## src/rtl/gpio_chg_pkg.sv

```systemverilog
package gpio_chg_pkg;
    localparam int ADDR_W = 2;

    typedef enum logic [ADDR_W-1:0] {
        REG_PORT = 2'd0,
        REG_DIR  = 2'd1,
        REG_CTRL = 2'd2,
        REG_ANA  = 2'd3
    } reg_sel_e;

    localparam int CTRL_PULLDIS_BIT = 7;
    localparam int CTRL_FLAG_BIT    = 0;
endpackage

```

## src/rtl/gpio_in_sync.sv

```systemverilog
module gpio_in_sync #(
    parameter int W = 8
) (
    input  logic         clk,
    input  logic         rst_n,
    input  logic [W-1:0] async_in,
    output logic [W-1:0] sync_out
);
    typedef struct packed {
        logic [W-1:0] s1;
        logic [W-1:0] s2;
    } sync_t;

    sync_t st_d, st_q;

    always_comb begin
        st_d    = st_q;
        st_d.s1 = async_in;
        st_d.s2 = st_q.s1;
    end

    always_ff @(posedge clk or negedge rst_n) begin
        if (!rst_n) st_q <= '0;
        else        st_q <= st_d;
    end

    assign sync_out = st_q.s2;
endmodule

```

## src/rtl/gpio_port_regs.sv

```systemverilog
module gpio_port_regs
    import gpio_chg_pkg::*;
#(
    parameter int WIDTH = 8
) (
    input  logic              clk,
    input  logic              rst_n,
    input  logic              wr_en,
    input  reg_sel_e          sel,
    input  logic [WIDTH-1:0]  wdata,
    output logic [WIDTH-1:0]  data_lat,
    output logic [WIDTH-1:0]  dir_lat,
    output logic [WIDTH-1:0]  ana_lat,
    output logic              pull_dis
);
    typedef struct packed {
        logic [WIDTH-1:0] data;
        logic [WIDTH-1:0] dir;
        logic [WIDTH-1:0] ana;
        logic             pdis;
    } regs_t;

    regs_t r_d, r_q;

    always_comb begin
        r_d = r_q;
        if (wr_en) begin
            unique case (sel)
                REG_PORT: r_d.data = wdata;
                REG_DIR:  r_d.dir  = wdata;
                REG_CTRL: r_d.pdis = wdata[CTRL_PULLDIS_BIT];
                REG_ANA:  r_d.ana  = wdata;
                default:  r_d      = r_q;
            endcase
        end
    end

    always_ff @(posedge clk or negedge rst_n) begin
        if (!rst_n) begin
            r_q.data <= '0;
            r_q.dir  <= '1;
            r_q.ana  <= '0;
            r_q.pdis <= 1'b1;
        end else begin
            r_q <= r_d;
        end
    end

    assign data_lat = r_q.data;
    assign dir_lat  = r_q.dir;
    assign ana_lat  = r_q.ana;
    assign pull_dis = r_q.pdis;
endmodule

```

## src/rtl/gpio_chg_detect.sv

```systemverilog
module gpio_chg_detect #(
    parameter int WIDTH  = 8,
    parameter int CHG_LO = 4
) (
    input  logic             clk,
    input  logic             rst_n,
    input  logic [WIDTH-1:0] dig_in,
    input  logic [WIDTH-1:0] dir,
    input  logic             refresh,
    input  logic             clr,
    output logic             mismatch,
    output logic             flag
);
    localparam int CHG_W = WIDTH - CHG_LO;

    typedef struct packed {
        logic [CHG_W-1:0] snap;
        logic             flag;
    } det_t;

    det_t d_d, d_q;
    logic [CHG_W-1:0] pin_miss;

    // per-pin compare against the access-time snapshot, outputs masked
    for (genvar i = 0; i < CHG_W; i++) begin : g_cmp
        assign pin_miss[i] = dir[CHG_LO+i] & (dig_in[CHG_LO+i] ^ d_q.snap[i]);
    end

    assign mismatch = |pin_miss;

    always_comb begin
        d_d      = d_q;
        d_d.flag = (d_q.flag & ~clr) | mismatch;
        if (refresh) d_d.snap = dig_in[WIDTH-1:CHG_LO];
    end

    always_ff @(posedge clk or negedge rst_n) begin
        if (!rst_n) d_q <= '0;
        else        d_q <= d_d;
    end

    assign flag = d_q.flag;
endmodule

```

## src/rtl/gpio_chg_port.sv

```systemverilog
module gpio_chg_port
    import gpio_chg_pkg::*;
#(
    parameter int WIDTH  = 8,
    parameter int CHG_LO = 4
) (
    input  logic             clk,
    input  logic             rst_n,
    input  logic [1:0]       reg_addr,
    input  logic             reg_wr,
    input  logic             reg_rd,
    input  logic [WIDTH-1:0] reg_wdata,
    output logic [WIDTH-1:0] reg_rdata,
    input  logic [WIDTH-1:0] pin_in,
    output logic [WIDTH-1:0] pin_out,
    output logic [WIDTH-1:0] pin_oe,
    output logic [WIDTH-1:0] pin_pullup_en,
    output logic             chg_flag,
    output logic             wake_req
);
    reg_sel_e         sel;
    logic [WIDTH-1:0] pin_sync;
    logic [WIDTH-1:0] dig_in;
    logic [WIDTH-1:0] data_lat, dir_lat, ana_lat;
    logic             pull_dis;
    logic             port_acc;
    logic             flag_clr;
    logic             chg_mismatch;

    assign sel      = reg_sel_e'(reg_addr);
    assign port_acc = (reg_wr | reg_rd) && (sel == REG_PORT);
    assign flag_clr = reg_wr && (sel == REG_CTRL) && reg_wdata[CTRL_FLAG_BIT];

    gpio_in_sync #(.W(WIDTH)) u_sync (
        .clk      (clk),
        .rst_n    (rst_n),
        .async_in (pin_in),
        .sync_out (pin_sync)
    );

    assign dig_in = pin_sync & ~ana_lat;

    gpio_port_regs #(.WIDTH(WIDTH)) u_regs (
        .clk      (clk),
        .rst_n    (rst_n),
        .wr_en    (reg_wr),
        .sel      (sel),
        .wdata    (reg_wdata),
        .data_lat (data_lat),
        .dir_lat  (dir_lat),
        .ana_lat  (ana_lat),
        .pull_dis (pull_dis)
    );

    gpio_chg_detect #(.WIDTH(WIDTH), .CHG_LO(CHG_LO)) u_det (
        .clk      (clk),
        .rst_n    (rst_n),
        .dig_in   (dig_in),
        .dir      (dir_lat),
        .refresh  (port_acc),
        .clr      (flag_clr),
        .mismatch (chg_mismatch),
        .flag     (chg_flag)
    );

    always_comb begin
        reg_rdata = '0;
        unique case (sel)
            REG_PORT: reg_rdata = dig_in;
            REG_DIR:  reg_rdata = dir_lat;
            REG_CTRL: begin
                reg_rdata[CTRL_PULLDIS_BIT] = pull_dis;
                reg_rdata[CTRL_FLAG_BIT]    = chg_flag;
            end
            REG_ANA:  reg_rdata = ana_lat;
            default:  reg_rdata = '0;
        endcase
    end

    assign pin_out       = data_lat;
    assign pin_oe        = ~dir_lat;
    assign pin_pullup_en = dir_lat & {WIDTH{~pull_dis}};
    assign wake_req      = chg_flag | chg_mismatch;
endmodule

```

## config.mk

```make
export PLATFORM = sky130hd
export DESIGN_NAME = gpio_chg_port
export DESIGN_NICKNAME = d
export VERILOG_FILES = /design/src/rtl/gpio_chg_pkg.sv /design/src/rtl/gpio_in_sync.sv /design/src/rtl/gpio_port_regs.sv /design/src/rtl/gpio_chg_detect.sv /design/src/rtl/gpio_chg_port.sv
export SDC_FILE = /design/constraint.sdc
export NUM_CORES = 1
export LEC_CHECK = 0
export ABC_CLOCK_PERIOD_IN_PS = 1200
export CAP_MARGIN = 20
export CORE_MARGIN = 8
export CORE_UTILIZATION = 55
export DETAILED_ROUTE_END_ITERATION = 7
export DONT_BUFFER_PORTS = 1
export PLACE_DENSITY = 0.73
export RECOVER_POWER = 25
export SYNTH_ARGS = -nofsm -noshare
export SYNTH_HDL_FRONTEND = slang
export SYNTH_SLANG_ARGS = --single-unit
export TNS_END_PERCENT = 30
```

## constraint.sdc

```tcl
create_clock -name clk -period 1.2 [get_ports clk]
set_input_delay 0.06 -clock clk [delete_from_list [all_inputs] [get_ports clk]]
set_output_delay 0.06 -clock clk [all_outputs]
set_load 0.05 [all_outputs]
```

==> run metrics <==
CTS Buf Count=5; slew margin rel.=0.5922; Longest Clk Path Bufs=2; CP max stage delay=550 ps; Critical Path Start Type=flip-flop; die height=75.34 µm; initial antenna violation count=0; worst-path maximum fanout=2; WL/cell=22.14 µm; Max Cap Viol=0; number of diodes=0; Hold Startpoint=reg_addr[0]; pin count of the biggest net entering global routing=between 40 and 50; drt first pass iters=5; Row Count=21; total number of vias=1540; flop2flop setup slack=-160 ps; Post-Synthesis Cells=150; Cell Chain, Critical Path=or4bb_4 > o21ai_4 > nor4_4 > nand2b_4; #FFs+latches synth=46; sequential area share after synthesis=0.6001; failing checks=setup timing; clk slew on worst S/H paths=roughly 120 ps; RSZ-0062 raised after global routing=true; slowest CP cell=dfstp_2; Core Region=0.003363 mm²; area delta synth->final=54.39%; I/O Buffers=0; largest cells by area after synthesis=dfrtp_1 (48%), mux2_2 (16%), dfstp_2 (12%); CP Capture Type=primary output; die width=75.34 µm; P_leak=1.316 nW; status=finished, violations left; initial core utilization=0.5759; Post-Syn Area=0.001937 mm²; Async S/R FF share, synth=1.000; Post-Route WL=6023 µm; highest clock rate=between 0.5 and 0.6 GHz; Detailed Place HPWL=3539 µm; CTS tree=done; first-pass GRT wire length=roughly 8600 µm; Root Driver=clkbuf_4; Max Slew Vio Count=0; critical path class=flip-flop to primary output; most frequent cells after synthesis=dfrtp_1 (37), mux2_2 (27), nand2_1 (13); Setup Skew=9.163 ps; Design Power=5.065 mW; syn nets=172; PD cells=1694 mW/mm²; number of flops mapped to enable cells by yosys=0; period utilisation layout=1.484; Cell variety after synth=24; global placement routability congestion=0.7597; drt first-iter violations=98; area leader, netlist=dfrtp_1; worst slew pin tran=611.8 ps; vias per cell=~5.7; IR drop worst, VDD=approximately 0.0013 V; GRT Util Overall=0.2095; Die ar.=around 0.0057 mm²; final worst setup slack=-581.1 ps; FF-to-FF End=u_det.flag; vias in the first global route=1689; crit path time final=roughly 1800 ps; hold endpoint=u_regs.dir_lat[0]; cell depth of the worst hold path=2; share of layout cells above drive strength 1=0.5929; syn avg cell area=~13 µm²; clk sinks=46; io pins=56; Register-to-Register Path Depth=4; Core Util, Final=0.8891; CP required=1140 ps; arrival time at the worst endpoint=1720 ps; DRC=0; Setup-failing EPs final=23; final-report hold violation count=0; nets=247; Worst-Skew Late Latency=360 ps; GRT overflow=0; worst hold path class=input port to flip-flop; CTS HTree Levels=2; post-synth top area share=0.4780; predominant post-synthesis flop cell=dfrtp_1; most frequent cell after synthesis=dfrtp_1; yosys warns=0; r2r startpoint=u_regs.ana_lat[6]; final antenna-violating net count=0
[report_power, final]
| part | leakage (nW) | internal [mW] | switching (mW) | total (mW) |
|---|---|---|---|---|
| sequential | 0.531 | 1.81 | 0.173 | 1.98 |
| clock | 0.0322 | 0.231 | 0.485 | 0.715 |
| combinational | 0.753 | 1.02 | 1.35 | 2.37 |
| total | 1.32 | 3.06 | 2.00 | 5.07 |
[sequential cells by signal, summed over array words and instances, names as in the netlist]
| name | count |
|---|---|
| u_regs.data_lat | 8 |
| u_regs.dir_lat | 8 |
| u_det.flag | 1 |
| u_sync.st_d | 8 |
| u_regs.ana_lat | 8 |
| u_sync.sync_out | 8 |
| u_det.d_q | 4 |
| u_regs.pull_dis | 1 |
[final cells by class]
cell class	count	area [µm²]
clock buffers	6	41.29
clock inverters	2	13.76
fillers	148	372.9
inverters	9	33.78
multi-input cells	90	847.1
flip-flops and latches	46	1162
well taps	46	57.56
repair buffers	73	834.6
[layer usage]
layer  GRT usage  vias up  share of wire
li1            -      669              -
met5           0        -              0
met4     0.07676        0          0.037
met3     0.07368       22          0.074
met1      0.2210      770           0.36
met2      0.3749       79           0.53
[cell families after synthesis]
| logic type | Yosys count | synth area share |
|---|---|---|
| buffers and inverters | 14 | 0.03165 |
| AOI/OAI and AO/OA | 16 | 0.04522 |
| muxes | 32 | 0.1957 |
| and+or+nand+nor | 42 | 0.1273 |
| DFF | 46 | 0.6001 |
[critical path: cells and delay by family, from the launching register on]
kind / cells / cell delay (ps)
simple gates: 3 / 720
flops: 1 / 550
compound gates: 1 / 90
[cell usage in the layout (no fill, tap or decap), types with 3 or more instances in the layout]
| master | n |
|---|---|
| dfrtp_1 | 37 |
| mux2_2 | 27 |
| buf_4 | 23 |
| dlygate4sd3_1 | 22 |
| buf_12 | 14 |
| nand2_1 | 13 |
| buf_6 | 11 |
| dfstp_2 | 9 |
| inv_2 | 8 |
| o21ai_2 | 7 |
| clkbuf_4 | 6 |
| nor2_1 | 4 |
| nor2_4 | 4 |
| nor2_2 | 4 |
| a22oi_1 | 3 |
| nor2b_2 | 3 |
| or4bb_1 | 3 |
| o21ai_0 | 3 |
[stage by stage]
step | instance area [µm²] | setup slack, ps | instances | TNS [ps] | hold WS, ps
3_3_place_gp | 2526 | -211.9 | 238 | -407.5 | -234.5
4_1_cts | 2922 | -545.5 | 268 | -4954 | 3.071
3_5_place_dp | 2526 | -248.1 | 238 | -476.5 | -234.3
6_report | 2990 | -581.1 | 272 | -5297 | 62.08
2_1_floorplan | 1982 | -189.1 | 150 | -1416 | -235.6
5_1_grt | 2990 | -652.7 | 272 | -6822 | 45.05
[what timing repair did]
action                                  in CTS  in global routing
endpoints found under the setup margin      26                 26
hold buffers                                21                  2
hold endpoints to repair                    80                  4
buffers inserted                             1                  2
pin swaps                                    5                  4
resized for setup                           33                 15
gates cloned                                 0                  0
[worst max-delay path by stage]
stage	startpoint	endpoint	slack, ps	cells past startpoint
after global routing	u_regs.dir_lat[7]	wake_req	-650	4
after detailed placement	u_regs.dir_lat[6]	wake_req	-250	4
final	u_regs.dir_lat[7]	wake_req	-580	4
after CTS	u_regs.dir_lat[6]	wake_req	-550	4
after floorplan	u_regs.ana_lat[5]	reg_rdata[5]	-190	3
after global placement	u_regs.dir_lat[6]	wake_req	-210	4
Power figures use the tool's default switching activity.
